### src/rtl/bus_cycle_watchdog.sv
module bus_cycle_watchdog #(
  parameter int TAP_LO    = 7,
  parameter int TAP_SEL_W = 3
) (
  input  logic                 clk,
  input  logic                 rst_n,
  input  logic                 as_n,
  input  logic                 ack_n,
  input  logic [TAP_SEL_W-1:0] tap_sel,
  input  logic                 mode_berr,
  output logic                 fake_ack,
  output logic                 bus_err
);
  localparam int CNT_W  = TAP_LO + (1 << TAP_SEL_W);
  localparam int TAP_HI = CNT_W - 1;
  localparam int TIDX_W = $clog2(CNT_W);

  logic [1:0]        as_sync, ack_sync;
  logic              as_s, ack_s;
  logic [CNT_W-1:0]  cnt;
  logic              acked, fired;
  logic [TIDX_W-1:0] tap_idx;
  logic              tap_hit;

  always_ff @(posedge clk or negedge rst_n)
    if (!rst_n) begin
      as_sync  <= '0;
      ack_sync <= '0;
    end else begin
      as_sync  <= {as_sync[0], ~as_n};
      ack_sync <= {ack_sync[0], ~ack_n};
    end

  assign as_s    = as_sync[1];
  assign ack_s   = ack_sync[1];
  assign tap_idx = TIDX_W'(TAP_HI) - TIDX_W'(tap_sel);
  assign tap_hit = cnt[tap_idx];

  always_ff @(posedge clk or negedge rst_n)
    if (!rst_n) begin
      cnt   <= '0;
      acked <= 1'b0;
      fired <= 1'b0;
    end else if (!as_s) begin
      cnt   <= '0;
      acked <= 1'b0;
      fired <= 1'b0;
    end else if (!fired && !acked) begin
      if (ack_s)        acked <= 1'b1;
      else if (tap_hit) fired <= 1'b1;
      else              cnt   <= cnt + 1'b1;
    end

  assign fake_ack = fired & ~mode_berr;
  assign bus_err  = fired &  mode_berr;

  AST_IDLE_CLEAR: assert property (@(posedge clk) disable iff (!rst_n)
    !as_s |=> (cnt == '0) && !fake_ack && !bus_err);
  AST_ONE_TERM: assert property (@(posedge clk) disable iff (!rst_n)
    $onehot0({fake_ack, bus_err}));
  AST_FIRE_AT_TAP: assert property (@(posedge clk) disable iff (!rst_n)
    $rose(fired) |-> ($past(cnt) == (CNT_W'(1) << $past(tap_idx))));
  AST_ACK_SILENCES: assert property (@(posedge clk) disable iff (!rst_n)
    (acked && as_s) |=> !fired);
  AST_HOLD_TERM: assert property (@(posedge clk) disable iff (!rst_n)
    (fired && as_s) |=> fired);
  AST_FRESH_START: assert property (@(posedge clk) disable iff (!rst_n)
    $rose(as_s) |-> (cnt == '0));
endmodule

### config.mk
export PLATFORM = sky130hd
export DESIGN_NAME = bus_cycle_watchdog
export DESIGN_NICKNAME = d
export VERILOG_FILES = /design/src/rtl/bus_cycle_watchdog.sv
export SDC_FILE = /design/constraint.sdc
export NUM_CORES = 1
export LEC_CHECK = 0
export ABC_AREA = 1
export BUFFER_PORTS_ARGS = -buffer_cell sky130_fd_sc_hd__clkbuf_2
export CAP_MARGIN = 20
export CORE_ASPECT_RATIO = 2
export CORE_MARGIN = 2
export CORE_UTILIZATION = 31
export DETAILED_ROUTE_END_ITERATION = 6
export GPL_ROUTABILITY_DRIVEN = 1
export PLACE_DENSITY = 0.53
export SLEW_MARGIN = 20
export SYNTH_ARGS = -nofsm -noshare
export SYNTH_HDL_FRONTEND = slang
export SYNTH_SLANG_ARGS = --single-unit
### constraint.sdc
create_clock -name clk -period 1.4 [get_ports clk]
set_input_delay 0.28 -clock clk [delete_from_list [all_inputs] [get_ports clk]]
set_output_delay 0.28 -clock clk [all_outputs]
set_load 0.01 [all_outputs]
# ---- Word-level counts from Yosys, hierarchy flattened
# Index checks and enable logic that the tools add are counted.
dict set report classes {
  mux 13
  bitwise_logic 5
  order_cmp 1
  reduce_logical 6
  eq_ne 5
  addsub 2
}
# cell count
set op_table {}
lappend op_table {{15-bit two-way mux} 4}
lappend op_table {{15-bit by 1-bit adder with 15-bit output (second input constant)} 1}
lappend op_table {{1-bit two-way mux} 8}
lappend op_table {{2-bit by 1-bit inequality test with 1-bit output (second input constant)} 3}
lappend op_table {{3-bit AND reduction} 2}
lappend op_table {{4-bit by 5-bit less-than comparator with 1-bit output (second input constant)} 1}
lappend op_table {{1-bit binary-select mux with 4-bit select} 1}
lappend op_table {{2-bit inequality test (second input constant)} 2}
lappend op_table {{4-bit by 3-bit subtractor with 4-bit output (first input constant)} 1}
lappend op_table {{1-bit NOT} 3}
lappend op_table {{1-bit AND} 2}
lappend op_table {{1-bit logical NOT} 2}
lappend op_table {{2-bit AND reduction} 1}
lappend op_table {{1-bit logical AND} 1}
dict set report word_totals {
  in_bits 8
  output_inout_bits 2
  register_bits 21
}

# ---- Logic depth before layout (Yosys ltp)
# Gate-level depths: netlist (run 1).
dict set report logic_depth {
  depth_word 7
  mapped_depth 12
}

# ---- Worst setup path after synthesis (run 1)
# Ideal clock, no wire load.
dict set report synth_path {
  kind {in2reg}
  startpoint {input tap_sel[0]}
  endpoint {register cnt[3]}
  stages 10
  n_path_buf 1
  required_ns 1.283
  t_arrival_ns 1.401
  setup_slack_ns -0.118
  path_cell_list {ha_1 > inv_1 > nand3_1 > nand3_1 > nand3_2 > nand3_4 > nand2_4 > buf_12 > nand2_2 > nand2_1}
}
dict set report synth_between {
  elab_chain_cells 5
}
# item line_no
set synth_rtl {}
lappend synth_rtl {{from (decl)} 9} ;# input logic [TAP_SEL_W-1:0] tap_sel,
lappend synth_rtl {{4-bit by 3-bit subtractor with 4-bit output} 36} ;# assign tap_idx = TIDX_W'(TAP_HI) - TIDX_W'(tap_sel);
lappend synth_rtl {{1-bit binary-select mux with 4-bit select} 37} ;# assign tap_hit = cnt[tap_idx];
lappend synth_rtl {{1-bit two-way mux (not written as such)} 37}
lappend synth_rtl {{2-bit inequality test (no line)} n/a}
lappend synth_rtl {{3-bit AND reduction (no line)} n/a}
lappend synth_rtl {{to (signal assigned)} 51} ;# else cnt <= cnt + 1'b1;
lappend synth_rtl {{to (decl)} 20} ;# logic [CNT_W-1:0] cnt;
# No other way between the ends. The select of a mux whose other input is x is not followed.
# A chain may end at the register's enable or synchronous reset.

# ---- Final worst setup path (run 1)
dict set report layout_path {
  startpoint {register cnt[0]}
  endpoint {register cnt[10]}
}
dict set report layout_between {
  elab_chain_cells 5
}
# item line_no
set layout_rtl {}
lappend layout_rtl {{15-bit by 1-bit adder with 15-bit output} 51}
lappend layout_rtl {{15-bit two-way mux} 50} ;# else if (tap_hit) fired <= 1'b1;
lappend layout_rtl {{15-bit two-way mux} 49} ;# if (ack_s) acked <= 1'b1;
lappend layout_rtl {{15-bit two-way mux} 48} ;# end else if (!fired && !acked) begin
lappend layout_rtl {{15-bit two-way mux} 44} ;# end else if (!as_s) begin
# Parallel ways exist; a longest one is shown, timed or not. The select of a mux whose other input is x is not followed.

==> report_table.html, run 1 <==
<table>
<tr><th>Metric</th><th>Value</th></tr>
<tr><th colspan="2">Run status</th></tr>
<tr><td>Outcome</td><td>finished with violations</td></tr>
<tr><td>Violated checks</td><td>hold timing, setup timing</td></tr>
<tr><th colspan="2">Timing</th></tr>
<tr><td>Setup repair after global routing missed its margin</td><td>true</td></tr>
<tr><td>Worst Hold Slack</td><td>-0.0153 ns</td></tr>
<tr><td>Relative slew slack</td><td>0.628</td></tr>
<tr><td>Actual transition at the worst max-transition pin</td><td>0.558 ns</td></tr>
<tr><td>Crit share post-route</td><td>1.08</td></tr>
<tr><td>Count of endpoints failing hold in the final timing report</td><td>21</td></tr>
<tr><td>Clock skew</td><td>0.00862 ns</td></tr>
<tr><td>Max-slew violation count</td><td>0</td></tr>
<tr><td>Final setup margin</td><td>-0.113 ns</td></tr>
<tr><td>Count of endpoints failing setup in the final report</td><td>15</td></tr>
<tr><td>Maximum operating frequency</td><td>661 MHz</td></tr>
<tr><td>Setup_tns</td><td>-1.22 ns</td></tr>
<tr><td>Shortest clock period the worst path allows after layout</td><td>1.51 ns</td></tr>
<tr><th colspan="2">Detailed routing</th></tr>
<tr><td>First-pass DRT Iterations</td><td>4</td></tr>
<tr><td>Routed via count divided by cell count</td><td>4.95</td></tr>
<tr><td>Total number of vias</td><td>1501</td></tr>
<tr><td>DRC</td><td>0</td></tr>
<tr><td>Total wire length after detailed routing</td><td>4130 µm</td></tr>
<tr><td>Detail Route Antenna Nets</td><td>0</td></tr>
<tr><td>Number of DRC markers after the initial detailed-route iteration</td><td>45</td></tr>
<tr><td>Routed length per placed instance</td><td>13.6 µm</td></tr>
<tr><th colspan="2">Critical path</th></tr>
<tr><td>Crit-path max cell delay</td><td>0.40 ns</td></tr>
<tr><td>Startpoint type of the worst setup path</td><td>flop</td></tr>
<tr><td>Critical path required time</td><td>1.57 ns</td></tr>
<tr><td>Kind of end point of the critical path</td><td>flop</td></tr>
<tr><td>Cell chain of the critical path</td><td>buf_6, ha_4, nand2_4, nor2_4, nand2_2, nor2_4, xor2_1, nor2_1, nand2_1, nand2_1</td></tr>
<tr><td>Crit Path Max Fanout</td><td>3</td></tr>
<tr><td>Worst setup path category</td><td>flop to flop</td></tr>
<tr><td>Crit path arrival time</td><td>1.69 ns</td></tr>
<tr><td>Crit-path slowest cell</td><td>sky130_fd_sc_hd__dfrtp_1</td></tr>
<tr><th colspan="2">Placed design</th></tr>
<tr><td>Number of instances in the placed design</td><td>287</td></tr>
<tr><td>Routability-driven placement congestion ratio</td><td>0.895</td></tr>
<tr><td>Detailed-placement wirelength estimate</td><td>2920 µm</td></tr>
<tr><td>Quantity of I/O buffers inserted on ports</td><td>9</td></tr>
<tr><th colspan="2">Synth</th></tr>
<tr><td>Area fraction of the dominant cell type after synthesis</td><td>0.365</td></tr>
<tr><td>Number of cells produced by synthesis</td><td>204</td></tr>
<tr><td>Post-synthesis instance area</td><td>0.00144 mm²</td></tr>
<tr><td>Cell variety after synth</td><td>27</td></tr>
<tr><td>Number of synthesized register bits</td><td>21</td></tr>
<tr><td>Sequential fraction of the synthesis area</td><td>0.365</td></tr>
<tr><td>Avg Synthesized Cell Area</td><td>7.07 µm²</td></tr>
<tr><td>Yosys warnings</td><td>0</td></tr>
<tr><td>Area leader, netlist</td><td>sky130_fd_sc_hd__dfrtp_1</td></tr>
<tr><td>Biggest area contributors in the synthesized netlist</td><td>sky130_fd_sc_hd__dfrtp_1 (36%), sky130_fd_sc_hd__nand2_1 (14%), sky130_fd_sc_hd__nand3_1 (11%)</td></tr>
<tr><td>Synthesized Nets</td><td>214</td></tr>
<tr><th colspan="2">Pwr</th></tr>
<tr><td>IR Drop Worst-Case VDD</td><td>0.000457 V</td></tr>
<tr><td>LEAKAGE</td><td>0.989 nW</td></tr>
<tr><td>P per Cell Area</td><td>726 mW/mm²</td></tr>
<tr><td>Total power of the final layout</td><td>1.48 mW</td></tr>
<tr><th colspan="2">Global routing</th></tr>
<tr><td>Wire length of the first global-routing pass</td><td>6750 µm</td></tr>
<tr><td>Total overflow reported by the global router</td><td>0</td></tr>
<tr><td>Global-route total usage across every layer</td><td>0.174</td></tr>
<tr><td>Pin count of the biggest net entering global routing</td><td>22</td></tr>
<tr><td>Antenna violations before repair</td><td>0</td></tr>
<tr><td>Number of global-route vias before repair</td><td>1544</td></tr>
<tr><th colspan="2">Clock tree</th></tr>
<tr><td>Number of buffers inserted by hold repair at cts</td><td>0</td></tr>
<tr><td>Root Buffer Master</td><td>sky130_fd_sc_hd__clkbuf_8</td></tr>
<tr><td>Clock latency at the later pin of the worst-skew pair</td><td>0.27 ns</td></tr>
<tr><td>Sinks on the clock net</td><td>21</td></tr>
<tr><td>Clock tree from TritonCTS</td><td>done</td></tr>
<tr><td>Clock slew seen by the registers of the worst setup and hold paths</td><td>0.09 ns</td></tr>
<tr><td>CTS max path bufs</td><td>2</td></tr>
<tr><td>Clock buffer count from CTS</td><td>3</td></tr>
<tr><td>H-tree levels</td><td>1</td></tr>
<tr><th colspan="2">Final layout</th></tr>
<tr><td>Number of cells in the finished layout apart from fillers</td><td>303</td></tr>
<tr><td>Total area of sequential cells</td><td>529 µm²</td></tr>
<tr><td>Number of fill cells in the layout</td><td>490</td></tr>
<tr><td>Area occupied by multi-input gates</td><td>928 µm²</td></tr>
<tr><td>Antenna diode count</td><td>0</td></tr>
<tr><td>Ratio of cells with drive above 1 in the final layout</td><td>0.411</td></tr>
<tr><td>Area growth, synth to finish</td><td>41.6%</td></tr>
<tr><td>Net count of the finished layout</td><td>259</td></tr>
<tr><th colspan="2">Die</th></tr>
<tr><td>Die outline area</td><td>0.00524 mm²</td></tr>
<tr><td>Die height</td><td>100 µm</td></tr>
<tr><td>Horizontal die dimension</td><td>52.2 µm</td></tr>
<tr><td>Number of top-level design ports</td><td>10</td></tr>
<tr><td>Starting density of the core</td><td>0.316</td></tr>
<tr><td>Total core area</td><td>0.00455 mm²</td></tr>
<tr><td>Number of standard-cell rows in the floorplan</td><td>35</td></tr>
<tr><th colspan="2">Hold path</th></tr>
<tr><td>Path class of the lowest-slack min-delay path</td><td>input pin to async pin</td></tr>
<tr><th colspan="2">Flow run</th></tr>
<tr><td>Reported max-cap violation count</td><td>0</td></tr>
</table>
==> synthesized netlist by cell type, drive strengths merged <==
library cell / n
nand2: 65
nand3: 35
inv: 27
dfrtp: 21
nor2: 20
nor3: 9
xor2: 6
a21oi: 5
buf: 4
nor3b: 3
o21ai: 3
clkbuf: 2
ha: 2
nand3b: 1
nand4: 1
==> cell usage in the layout (no fill, tap or decap), types with 3 or more instances in the layout <==
cell	synthesis	routed
sky130_fd_sc_hd__buf_4	1	29
sky130_fd_sc_hd__inv_2	2	7
sky130_fd_sc_hd__dfrtp_2	0	3
sky130_fd_sc_hd__dfrtp_1	21	18
sky130_fd_sc_hd__nor3_1	8	6
sky130_fd_sc_hd__nand2_1	54	48
sky130_fd_sc_hd__nor2_1	18	17
sky130_fd_sc_hd__nand3_1	32	23
sky130_fd_sc_hd__nand3_2	2	9
sky130_fd_sc_hd__inv_1	24	19
sky130_fd_sc_hd__a21oi_1	5	3
sky130_fd_sc_hd__buf_6	1	5
sky130_fd_sc_hd__clkbuf_2	0	9
sky130_fd_sc_hd__xor2_1	6	6
sky130_fd_sc_hd__clkbuf_8	0	3
sky130_fd_sc_hd__nand2_2	10	15
sky130_fd_sc_hd__nand3_4	1	3
==> repair_timing <==
| action | 4_1_cts | 5_1_grt |
|---|---|---|
| resized for setup | 31 | 17 |
| pin swaps | 24 | 19 |
| gates cloned | 1 | 1 |
| buffers inserted | 5 | 6 |
| endpoints found under the setup margin | 15 | 15 |
==> sequential cells by signal, indices dropped and copies added (netlist names) <==
register and count:
ack_sync 2, cnt 15, fired 1, acked 1, as_sync 2
==> worst max-delay path, delay by kind of cell (launching register included) <==
family | cells | cell delay, ns
XOR/XNOR | 1 | 0.17
adder cells (fa/ha/maj) | 1 | 0.14
buffers and inverters | 1 | 0.12
flip-flops | 1 | 0.40
AND/OR/NAND/NOR | 7 | 0.56
==> metrics by stage <==
stage                     cell area, µm²  setup slack, ns  utilization
after floorplan                     1450          0.00640            -
after global placement              1700           -0.166        0.374
after detailed placement            1700           -0.193        0.374
after CTS                           1920          -0.0644        0.422
after global routing                2040           -0.240        0.448
final                               2040           -0.113        0.448
==> power by group <==
group / internal (mW) / switching, mW
clock network: 0.199 / 0.224
registers: 0.632 / 0.0251
logic: 0.185 / 0.215
total: 1.02 / 0.465
==> final cells by class <==
type,count,area share
Timing Repair Buffer,45,0.177
Tap cell,55,0.0337
Sequential cell,21,0.259
Clock inverter,1,0.00245
Multi-Input combinational cell,151,0.455
Clock buffer,3,0.0202
Inverter,27,0.0521
==> layer usage <==
metal | part of all wire | global-route usage | up-vias | wire length, µm
met1 | 0.34 | 0.175 | 711 | 1410
li1 | - | - | 740 | -
met3 | 0.028 | 0.0134 | 15 | 114
met4 | 0.048 | 0.108 | 0 | 198
met5 | 0 | 0 | - | 0
met2 | 0.58 | 0.327 | 35 | 2400
==> path summary, 6_finish.rpt <==
kind | startpoint | end | slack, ns | cells past startpoint
worst max-delay path | cnt[0] | cnt[10] | -0.11 | 10
worst min-delay path | rst_n | cnt[10] | -0.02 | 1
worst max register to register | cnt[0] | cnt[10] | -0.11 | 10
worst min register to register | as_sync[0] | as_sync[1] | 0.35 | 0
max in group asynchronous | rst_n | cnt[9] | 1.01 | 1
min in group clk | as_n | as_sync[0] | 0.14 | 2
==> cells by family after synthesis <==
family / count (synthesis) / synth area share
adder cells (fa/ha/maj): 2 / 0.0174
buffers and inverters: 33 / 0.109
flip-flops: 21 / 0.365
AND/OR/NAND/NOR: 134 / 0.444
XOR/XNOR: 6 / 0.0365
AO/OA/AOI/OAI: 8 / 0.0278
Note: power is estimated with default switching activity, not from simulation.
==> run 2, diff against run 1 <==
- TNS_END_PERCENT: not set -> 10
- clock period: 1.4 -> 1.2 ns (I/O delays scaled with it)
==> run 2 against run 1 <==
Sequential share of layout area increased by 0.23 points. Sequential cell count unchanged. Clock power increased by 16%. Wire length decreased by 2.0%. Cell area decreased by 1.1%. Die area unchanged. Setup slack got worse by 0.13 ns. Fmax increased by 5.1%. Critical path type unchanged. The flow finishes with violations (setup timing). Clock skew decreased by 0.0016 ns. Non-clock buffer count increased by 3. Critical endpoint is now cnt[13]. First-iteration DRC count decreased by 29%. Sequential power increased by 18%.
==> report_table.html, run 2 (synthesized netlist as in run 1, its figures left out) <==
<table>
<tr><th>Metric</th><th>Value</th></tr>
<tr><th colspan="2">Run status</th></tr>
<tr><td>Outcome</td><td>finished with violations</td></tr>
<tr><td>Violated checks</td><td>setup timing</td></tr>
<tr><th colspan="2">Clock tree</th></tr>
<tr><td>H-tree levels</td><td>1 (unchanged)</td></tr>
<tr><td>Clock slew seen by the registers of the worst setup and hold paths</td><td>0.08 ns (about the same)</td></tr>
<tr><td>Clock latency at the later pin of the worst-skew pair</td><td>0.27 ns (about the same)</td></tr>
<tr><td>Clock tree from TritonCTS</td><td>done</td></tr>
<tr><td>Clock buffer count from CTS</td><td>3 (unchanged)</td></tr>
<tr><td>Sinks on the clock net</td><td>21 (unchanged)</td></tr>
<tr><td>CTS max path bufs</td><td>2 (unchanged)</td></tr>
<tr><td>Root Buffer Master</td><td>sky130_fd_sc_hd__clkbuf_8</td></tr>
<tr><th colspan="2">Global routing</th></tr>
<tr><td>Wire length of the first global-routing pass</td><td>6710 µm (-0.62%)</td></tr>
<tr><td>Pin count of the biggest net entering global routing</td><td>22 (unchanged)</td></tr>
<tr><td>Number of global-route vias before repair</td><td>1488 (-3.6%)</td></tr>
<tr><td>Total overflow reported by the global router</td><td>0 (unchanged)</td></tr>
<tr><td>Antenna violations before repair</td><td>0 (unchanged)</td></tr>
<tr><td>Global-route total usage across every layer</td><td>0.169 (-0.00491)</td></tr>
<tr><th colspan="2">Final layout</th></tr>
<tr><td>Net count of the finished layout</td><td>261 (+0.77%)</td></tr>
<tr><td>Antenna diode count</td><td>0 (unchanged)</td></tr>
<tr><td>Max reg flops</td><td>15 (unchanged)</td></tr>
<tr><td>Area occupied by multi-input gates</td><td>862 µm² (-7.1%)</td></tr>
<tr><td>Ratio of cells with drive above 1 in the final layout</td><td>0.372 (-0.0393)</td></tr>
<tr><td>Most common cell after layout, fill and taps aside</td><td>sky130_fd_sc_hd__nand2_1</td></tr>
<tr><td>Utilization after layout</td><td>0.443 (-0.00494)</td></tr>
<tr><td>Largest registers</td><td>cnt x15, ack_sync x2, as_sync x2</td></tr>
<tr><td>Largest reg by FF count</td><td>cnt</td></tr>
<tr><td>Number of fill cells in the layout</td><td>488 (-0.41%)</td></tr>
<tr><td>Area growth, synth to finish</td><td>40.0%</td></tr>
<tr><td>Total area of sequential cells</td><td>528 µm² (-0.24%)</td></tr>
<tr><td>Most frequent cells in the layout</td><td>sky130_fd_sc_hd__nand2_1 (50), sky130_fd_sc_hd__buf_4 (31), sky130_fd_sc_hd__nand3_1 (26), sky130_fd_sc_hd__inv_1 (20), sky130_fd_sc_hd__dfrtp_1 (19)</td></tr>
<tr><td>Number of cells in the finished layout apart from fillers</td><td>305 (+0.66%)</td></tr>
<tr><th colspan="2">Critical path</th></tr>
<tr><td>Startpoint type of the worst setup path</td><td>flop</td></tr>
<tr><td>Kind of end point of the critical path</td><td>flop</td></tr>
<tr><td>Crit Path Max Fanout</td><td>7 (+4)</td></tr>
<tr><td>Worst reg-to-reg setup slack</td><td>-0.24 ns (-0.13 ns)</td></tr>
<tr><td>Crit path arrival time</td><td>1.61 ns (-0.08 ns)</td></tr>
<tr><td>Critical path required time</td><td>1.37 ns (-0.20 ns)</td></tr>
<tr><td>Worst setup path category</td><td>flop to flop</td></tr>
<tr><th colspan="2">Detailed routing</th></tr>
<tr><td>Routed length per placed instance</td><td>13.3 µm (-2.7%)</td></tr>
<tr><td>DRC</td><td>0 (unchanged)</td></tr>
<tr><td>Detail Route Antenna Nets</td><td>0 (unchanged)</td></tr>
<tr><td>Total wire length after detailed routing</td><td>4040 µm (-2.0%)</td></tr>
<tr><td>Number of DRC markers after the initial detailed-route iteration</td><td>32 (-29%)</td></tr>
<tr><td>Routed via count divided by cell count</td><td>4.75 (-4.1%)</td></tr>
<tr><td>First-pass DRT Iterations</td><td>4 (unchanged)</td></tr>
<tr><td>Total number of vias</td><td>1449 (-3.5%)</td></tr>
<tr><th colspan="2">Timing</th></tr>
<tr><td>Shortest clock period the worst path allows after layout</td><td>1.44 ns (-0.0736 ns)</td></tr>
<tr><td>Maximum operating frequency</td><td>695 MHz (+5.1%)</td></tr>
<tr><td>Count of endpoints failing hold in the final timing report</td><td>0 (-100%)</td></tr>
<tr><td>Count of endpoints failing setup in the final report</td><td>17 (+2)</td></tr>
<tr><td>Clock skew</td><td>0.00701 ns (-0.00161 ns)</td></tr>
<tr><td>Final setup margin</td><td>-0.240 ns (-0.126 ns)</td></tr>
<tr><td>Max-slew violation count</td><td>0 (unchanged)</td></tr>
<tr><td>Crit share post-route</td><td>1.20 (+0.119)</td></tr>
<tr><td>Relative slew slack</td><td>0.617 (-0.0106)</td></tr>
<tr><td>Actual transition at the worst max-transition pin</td><td>0.574 ns (+0.0160 ns)</td></tr>
<tr><td>Setup repair after global routing missed its margin</td><td>true</td></tr>
<tr><th colspan="2">Die</th></tr>
<tr><td>Number of standard-cell rows in the floorplan</td><td>35 (unchanged)</td></tr>
<tr><td>Horizontal die dimension</td><td>52.2 µm (unchanged)</td></tr>
<tr><td>Starting density of the core</td><td>0.316 (unchanged)</td></tr>
<tr><td>Number of top-level design ports</td><td>10 (unchanged)</td></tr>
<tr><td>Die height</td><td>100 µm (unchanged)</td></tr>
<tr><td>Die outline area</td><td>0.00524 mm² (unchanged)</td></tr>
<tr><td>Total core area</td><td>0.00455 mm² (unchanged)</td></tr>
<tr><th colspan="2">Pwr</th></tr>
<tr><td>IR Drop Worst-Case VDD</td><td>0.000581 V (+27%)</td></tr>
<tr><td>Sequential power share</td><td>0.459 (+0.015)</td></tr>
<tr><td>Net Switching</td><td>513 µW (+10%)</td></tr>
<tr><td>Switching Share</td><td>0.305 (-0.00852)</td></tr>
<tr><td>P per Cell Area</td><td>833 mW/mm² (+15%)</td></tr>
<tr><td>Combinational power share</td><td>0.250 (-0.020)</td></tr>
<tr><td>Cell-internal power</td><td>1.17 mW (+15%)</td></tr>
<tr><td>Total power of the final layout</td><td>1.68 mW (+13%)</td></tr>
<tr><td>LEAKAGE</td><td>0.999 nW (+1.1%)</td></tr>
<tr><td>Portion of total power attributed to the clock network</td><td>0.291 (+0.005)</td></tr>
<tr><th colspan="2">Placed design</th></tr>
<tr><td>Routability-driven placement congestion ratio</td><td>0.825 (-7.9%)</td></tr>
<tr><td>Detailed-placement wirelength estimate</td><td>2910 µm (about the same)</td></tr>
<tr><td>Number of instances in the placed design</td><td>293 (+2.1%)</td></tr>
<tr><td>Quantity of I/O buffers inserted on ports</td><td>9 (unchanged)</td></tr>
<tr><th colspan="2">Flow run</th></tr>
<tr><td>Reported max-cap violation count</td><td>0 (unchanged)</td></tr>
<tr><th colspan="2">Hold path</th></tr>
<tr><td>Path class of the lowest-slack min-delay path</td><td>input pin to flop</td></tr>
</table>
==> run 2: changes by cell type in the layout (fill, tap and decap cells not counted), sizes merged <==
cell,before,now
clkbuf,12,13
buf,36,37
nand2,66,65
dlygate4sd3,0,1
==> run 2: layout make-up <==
cell class                      instances  area share
Tap cell                               55      0.0341
Multi-Input combinational cell        150       0.427
Clock inverter                          1     0.00248
Timing Repair Buffer                   48       0.201
Clock buffer                            3      0.0205
Sequential cell                        21       0.262
Inverter                               27      0.0527
==> run 2: power groups by stage <==
stage	registers (mW)	logic, mW	clock network (mW)
floorplan	0.772	0.205	0
global placement	0.776	0.295	0
detailed placement	0.780	0.294	0
CTS	0.764	0.323	0.502
global route	0.776	0.466	0.531
finish	0.772	0.420	0.489
==> run 2: critical path, stage by stage, from the launching register on <==
cell and delay [ns]:
sky130_fd_sc_hd__dfrtp_2 0.45, sky130_fd_sc_hd__buf_6 0.13, sky130_fd_sc_hd__inv_2 0.04, sky130_fd_sc_hd__nand2_2 0.04
sky130_fd_sc_hd__nand3_2 0.06, sky130_fd_sc_hd__nand3_2 0.06, sky130_fd_sc_hd__nand3_2 0.09, sky130_fd_sc_hd__nand3_4 0.15
sky130_fd_sc_hd__clkbuf_16 0.20, sky130_fd_sc_hd__nand3_1 0.06, sky130_fd_sc_hd__nand2_1 0.06
==> run 2: final timing paths <==
path,from,endpoint,cells after the start
setup / recovery,cnt[0],cnt[13],10
hold / removal,as_n,as_sync[0],2
setup reg to reg,cnt[0],cnt[13],10
hold reg to reg,as_sync[0],as_sync[1],0
max in group asynchronous,rst_n,cnt[2],2
min in group asynchronous,rst_n,acked,2
==> run 2: repair_timing <==
action                                  CTS  global route
pin swaps                                 3            15
endpoints found under the setup margin   18            18
hold buffers                              1             0
hold endpoints to repair                 21             0
cloned                                    0             1
setup buffers                             2             4
resized for setup                         6            24
==> run 2: through the flow <==
step	instance area (µm²)	setup WS (ns)	setup TNS [ns]	hold slack, ns
after floorplan	1460	-0.178	-1.73	-0.0556
after global placement	1780	-0.355	-5.20	0.257
after detailed placement	1780	-0.340	-5.11	0.263
after CTS	1860	-0.244	-3.42	0.0944
after global routing	2020	-0.354	-4.98	0.0981
final	2020	-0.240	-3.38	0.0922
==> run 2: layer usage <==
layer  vias up  GRT usage  part of all wire
li1        735          -                 -
met1       686      0.189              0.39
met2        20      0.302              0.57
met3         8     0.0149             0.016
met4         0     0.0947             0.026
met5         -          0                 0
==> run 3, diff against run 2 <==
- ABC_AREA: 1 -> not set
- PLACE_DENSITY: 0.53 -> 0.54
==> run 3 against run 2 <==
The flow still finishes with violations (setup timing). Clock power fell by 1%. Setup slack got worse by 0.84 ns. Total power fell by 12%. Fmax fell by 37%. First-iteration DRC count rose by 75%. Die area fell by 20%.
==> report_table.html, run 3 <==
<table>
<tr><th>Metric</th><th>Value</th></tr>
<tr><th colspan="2">Global routing</th></tr>
<tr><td>Total overflow reported by the global router</td><td>0 (unchanged)</td></tr>
<tr><td>Antenna violations before repair</td><td>0 (unchanged)</td></tr>
<tr><td>Number of global-route vias before repair</td><td>1154 (-22%)</td></tr>
<tr><td>Wire length of the first global-routing pass</td><td>4940 µm (-26%)</td></tr>
<tr><td>Pin count of the biggest net entering global routing</td><td>22 (unchanged)</td></tr>
<tr><td>Global-route total usage across every layer</td><td>0.165 (-0.00438)</td></tr>
<tr><th colspan="2">Timing</th></tr>
<tr><td>Setup_tns</td><td>-15.50 ns (-12.11 ns)</td></tr>
<tr><td>Count of endpoints failing hold in the final timing report</td><td>0 (unchanged)</td></tr>
<tr><td>Setup repair after global routing missed its margin</td><td>true</td></tr>
<tr><td>Maximum operating frequency</td><td>439 MHz (-37%)</td></tr>
<tr><td>Max-slew violation count</td><td>0 (unchanged)</td></tr>
<tr><td>Clock skew</td><td>0.00240 ns (-0.00461 ns)</td></tr>
<tr><td>Relative slew slack</td><td>0.637 (+0.0199)</td></tr>
<tr><td>Shortest clock period the worst path allows after layout</td><td>2.28 ns (+0.840 ns)</td></tr>
<tr><td>Actual transition at the worst max-transition pin</td><td>0.544 ns (-0.0299 ns)</td></tr>
<tr><td>Final setup margin</td><td>-1.08 ns (-0.840 ns)</td></tr>
<tr><td>Worst Hold Slack</td><td>0.104 ns (+0.0122 ns)</td></tr>
<tr><td>Count of endpoints failing setup in the final report</td><td>18 (+1)</td></tr>
<tr><td>Crit share post-route</td><td>1.90 (+0.700)</td></tr>
<tr><th colspan="2">Synth</th></tr>
<tr><td>Most frequently used cell type in the post-synthesis netlist</td><td>sky130_fd_sc_hd__dfrtp_1</td></tr>
<tr><td>Number of synthesized flops with an enable pin</td><td>0 (unchanged)</td></tr>
<tr><td>Top cells by instance count after synthesis</td><td>sky130_fd_sc_hd__dfrtp_1 (21), sky130_fd_sc_hd__a21oi_1 (13), sky130_fd_sc_hd__nand3_1 (10)</td></tr>
<tr><td>Post-Synth Simple-Gate Area</td><td>0.213 (-0.231)</td></tr>
<tr><td>Synthesized Nets</td><td>125 (-42%)</td></tr>
<tr><td>Post-Synth Adder-Cell Area</td><td>0.0220 (+0.00464)</td></tr>
<tr><td>Number of synthesized register bits</td><td>21 (unchanged)</td></tr>
<tr><td>Cell variety after synth</td><td>30 (+11%)</td></tr>
<tr><td>Biggest area contributors in the synthesized netlist</td><td>sky130_fd_sc_hd__dfrtp_1 (46%), sky130_fd_sc_hd__a21oi_1 (5.7%), sky130_fd_sc_hd__mux2i_1 (4.4%)</td></tr>
<tr><td>Sequential fraction of the synthesis area</td><td>0.462 (+0.0975)</td></tr>
<tr><td>Number of cells produced by synthesis</td><td>115 (-44%)</td></tr>
<tr><td>Post-synthesis instance area</td><td>0.00114 mm² (-21%)</td></tr>
<tr><td>Area leader, netlist</td><td>sky130_fd_sc_hd__dfrtp_1</td></tr>
<tr><td>Combinational family with the most area after synthesis</td><td>simple AND/OR/NAND/NOR gates</td></tr>
<tr><td>Yosys warnings</td><td>0 (unchanged)</td></tr>
<tr><td>Area fraction of the dominant cell type after synthesis</td><td>0.462 (+0.0975)</td></tr>
<tr><td>Post-synthesis mux area share</td><td>0.0737 (+0.0737)</td></tr>
<tr><td>Post-Synth XOR/XNOR Area</td><td>0.0231 (-0.0134)</td></tr>
<tr><td>Post-synth top flop</td><td>sky130_fd_sc_hd__dfrtp_1</td></tr>
<tr><td>Share of the synthesized area in compound gates (AO/OA/AOI/OAI)</td><td>0.163 (+0.135)</td></tr>
<tr><td>Asr flop ratio synth</td><td>1.00 (unchanged)</td></tr>
<tr><td>Avg Synthesized Cell Area</td><td>9.89 µm² (+40%)</td></tr>
<tr><th colspan="2">Critical path</th></tr>
<tr><td>Crit-path slowest cell</td><td>sky130_fd_sc_hd__or4_4</td></tr>
<tr><td>Cell chain of the critical path</td><td>or3_4, or3b_1, o32a_1, and2_4, or4_4, a21oi_2</td></tr>
<tr><td>Startpoint type of the worst setup path</td><td>flop</td></tr>
<tr><td>Crit-path max cell delay</td><td>0.49 ns (+0.04 ns)</td></tr>
<tr><td>Crit Path Max Fanout</td><td>6 (-1)</td></tr>
<tr><td>Category of cells accounting for the largest share of critical-path delay</td><td>simple AND/OR/NAND/NOR gates</td></tr>
<tr><td>Number of buffer and inverter stages on the critical path</td><td>0 (-3)</td></tr>
<tr><td>Kind of end point of the critical path</td><td>flop</td></tr>
<tr><td>Critical path required time</td><td>1.40 ns (+0.03 ns)</td></tr>
<tr><td>Crit path arrival time</td><td>2.48 ns (+0.87 ns)</td></tr>
<tr><td>Worst reg-to-reg setup slack</td><td>-1.08 ns (-0.84 ns)</td></tr>
<tr><td>Worst setup path category</td><td>flop to flop</td></tr>
<tr><th colspan="2">Final layout</th></tr>
<tr><td>Most common cell after layout, fill and taps aside</td><td>sky130_fd_sc_hd__buf_4</td></tr>
<tr><td>Total area of sequential cells</td><td>526 µm² (-0.47%)</td></tr>
<tr><td>Most frequent cells in the layout</td><td>sky130_fd_sc_hd__buf_4 (34), sky130_fd_sc_hd__dfrtp_1 (21), sky130_fd_sc_hd__a21oi_1 (12), sky130_fd_sc_hd__nand3_1 (10), sky130_fd_sc_hd__clkbuf_2 (9)</td></tr>
<tr><td>Area occupied by multi-input gates</td><td>646 µm² (-25%)</td></tr>
<tr><td>Ratio of cells with drive above 1 in the final layout</td><td>0.393 (+0.0206)</td></tr>
<tr><td>Area growth, synth to finish</td><td>43.6%</td></tr>
<tr><td>Largest registers</td><td>cnt x15, ack_sync x2, as_sync x2</td></tr>
<tr><td>Number of cells in the finished layout apart from fillers</td><td>212 (-30%)</td></tr>
<tr><td>Utilization after layout</td><td>0.458 (+0.0144)</td></tr>
<tr><td>Net count of the finished layout</td><td>174 (-33%)</td></tr>
<tr><td>Antenna diode count</td><td>0 (unchanged)</td></tr>
<tr><td>Largest reg by FF count</td><td>cnt</td></tr>
<tr><td>Max reg flops</td><td>15 (unchanged)</td></tr>
<tr><td>Number of fill cells in the layout</td><td>359 (-26%)</td></tr>
<tr><th colspan="2">Placed design</th></tr>
<tr><td>Number of instances in the placed design</td><td>204 (-30%)</td></tr>
<tr><td>Routability-driven placement congestion ratio</td><td>0.798 (-3.3%)</td></tr>
<tr><td>Detailed-placement wirelength estimate</td><td>2220 µm (-24%)</td></tr>
<tr><td>Quantity of I/O buffers inserted on ports</td><td>9 (unchanged)</td></tr>
<tr><th colspan="2">Pwr</th></tr>
<tr><td>Portion of total power attributed to the clock network</td><td>0.327 (+0.036)</td></tr>
<tr><td>Total power of the final layout</td><td>1.48 mW (-12%)</td></tr>
<tr><td>Combinational power share</td><td>0.174 (-0.076)</td></tr>
<tr><td>Switching Share</td><td>0.267 (-0.0380)</td></tr>
<tr><td>Net Switching</td><td>395 µW (-23%)</td></tr>
<tr><td>Sequential power share</td><td>0.498 (+0.039)</td></tr>
<tr><td>IR Drop Worst-Case VDD</td><td>0.000603 V (+3.8%)</td></tr>
<tr><td>Cell-internal power</td><td>1.08 mW (-7.4%)</td></tr>
<tr><td>P per Cell Area</td><td>904 mW/mm² (+8.6%)</td></tr>
<tr><td>LEAKAGE</td><td>0.735 nW (-26%)</td></tr>
<tr><th colspan="2">Detailed routing</th></tr>
<tr><td>Total wire length after detailed routing</td><td>3090 µm (-24%)</td></tr>
<tr><td>Number of DRC markers after the initial detailed-route iteration</td><td>56 (+75%)</td></tr>
<tr><td>First-pass DRT Iterations</td><td>4 (unchanged)</td></tr>
<tr><td>Routed via count divided by cell count</td><td>5.20 (+9.5%)</td></tr>
<tr><td>Total number of vias</td><td>1103 (-24%)</td></tr>
<tr><td>DRC</td><td>0 (unchanged)</td></tr>
<tr><td>Detail Route Antenna Nets</td><td>0 (unchanged)</td></tr>
<tr><td>Routed length per placed instance</td><td>14.6 µm (+9.8%)</td></tr>
<tr><th colspan="2">Run status</th></tr>
<tr><td>Outcome</td><td>finished with violations</td></tr>
<tr><td>Violated checks</td><td>setup timing</td></tr>
<tr><th colspan="2">Clock tree</th></tr>
<tr><td>CTS max path bufs</td><td>2 (unchanged)</td></tr>
<tr><td>Clock slew seen by the registers of the worst setup and hold paths</td><td>0.08 ns (about the same)</td></tr>
<tr><td>H-tree levels</td><td>1 (unchanged)</td></tr>
<tr><td>Clock latency at the later pin of the worst-skew pair</td><td>0.26 ns (about the same)</td></tr>
<tr><td>Root Buffer Master</td><td>sky130_fd_sc_hd__clkbuf_8</td></tr>
<tr><td>Clock buffer count from CTS</td><td>3 (unchanged)</td></tr>
<tr><td>Clock tree from TritonCTS</td><td>done</td></tr>
<tr><td>Sinks on the clock net</td><td>21 (unchanged)</td></tr>
<tr><th colspan="2">Die</th></tr>
<tr><td>Number of top-level design ports</td><td>10 (unchanged)</td></tr>
<tr><td>Starting density of the core</td><td>0.319 (+0.00224)</td></tr>
<tr><td>Total core area</td><td>0.00357 mm² (-22%)</td></tr>
<tr><td>Die outline area</td><td>0.00420 mm² (-20%)</td></tr>
<tr><td>Die height</td><td>89.7 µm (-11%)</td></tr>
<tr><td>Number of standard-cell rows in the floorplan</td><td>31 (-11%)</td></tr>
<tr><td>Horizontal die dimension</td><td>46.8 µm (-10%)</td></tr>
<tr><th colspan="2">Flow run</th></tr>
<tr><td>Reported max-cap violation count</td><td>0 (unchanged)</td></tr>
<tr><th colspan="2">Hold path</th></tr>
<tr><td>Path class of the lowest-slack min-delay path</td><td>input pin to flop</td></tr>
</table>
run 3: cell types whose count changed after synthesis, moves of 6 or more:
cell	previous run	this run
sky130_fd_sc_hd__nor2_1	18	5
sky130_fd_sc_hd__nand2_1	54	5
sky130_fd_sc_hd__or3_1	0	7
sky130_fd_sc_hd__inv_1	24	4
sky130_fd_sc_hd__a21oi_1	5	13
sky130_fd_sc_hd__nand2_2	10	0
sky130_fd_sc_hd__o21ai_0	2	8
sky130_fd_sc_hd__nor3_1	8	0
sky130_fd_sc_hd__nand3_1	32	10
run 3: logic make-up after synthesis:
logic type               after synthesis
XOR/XNOR                               3
adder cells (fa/ha/maj)                2
multiplexers                           7
AND/OR/NAND/NOR                       42
buffers and inverters                  9
AO/OA/AOI/OAI                         31
flip-flops                            21
run 3: routing by layer:
metal  vias up  part of all wire  track usage
li1        523                 -            -
met1       553              0.37        0.155
met2        21              0.59        0.313
met3         6             0.019       0.0240
met4         0             0.023       0.0934
met5         -                 0            0
run 3: repair_timing:
item,CTS,global route
pin swaps,4,4
endpoints found under the hold margin,21,0
hold buffers,1,0
buffers inserted,0,1
resized for setup,9,4
setup endpoints to repair,18,18
gates cloned,2,0
run 3: power groups by stage:
stage	registers, mW	logic [mW]	clock network [mW]
finish	0.735	0.258	0.483
global route	0.738	0.280	0.529
CTS	0.736	0.246	0.494
detailed placement	0.750	0.209	0
global placement	0.749	0.200	0
floorplan	0.752	0.117	0
run 3: area by class of cell:
class,count,area share
repair buffers,46,0.204
well taps,49,0.0375
clock buffers,3,0.0253
inverters,5,0.0115
flip-flops and latches,21,0.322
multi-input cells,87,0.395
clock inverters,1,0.00460
run 3: final timing paths:
path | start | to | depth (start not counted)
max | acked | cnt[5] | 6
min | ack_n | ack_sync[0] | 2
max reg2reg | acked | cnt[5] | 6
min reg2reg | ack_sync[0] | ack_sync[1] | 0
max in group asynchronous | rst_n | cnt[6] | 2
min in group asynchronous | rst_n | fired | 2
run 3: worst register-to-register path, cell delays in order (launching register included):
cell and delay (ns):
sky130_fd_sc_hd__dfrtp_1 0.39, sky130_fd_sc_hd__or3_4 0.39, sky130_fd_sc_hd__or3b_1 0.39, sky130_fd_sc_hd__o32a_1 0.22, sky130_fd_sc_hd__and2_4 0.21, sky130_fd_sc_hd__or4_4 0.49, sky130_fd_sc_hd__a21oi_2 0.14
run 3: through the flow:
stage          instance area (µm²)  setup slack [ns]
6_report                      1630             -1.08
5_1_grt                       1630             -1.14
4_1_cts                       1600             -1.08
3_5_place_dp                  1480             -1.21
3_3_place_gp                  1480             -1.12
2_1_floorplan                 1140            -0.995
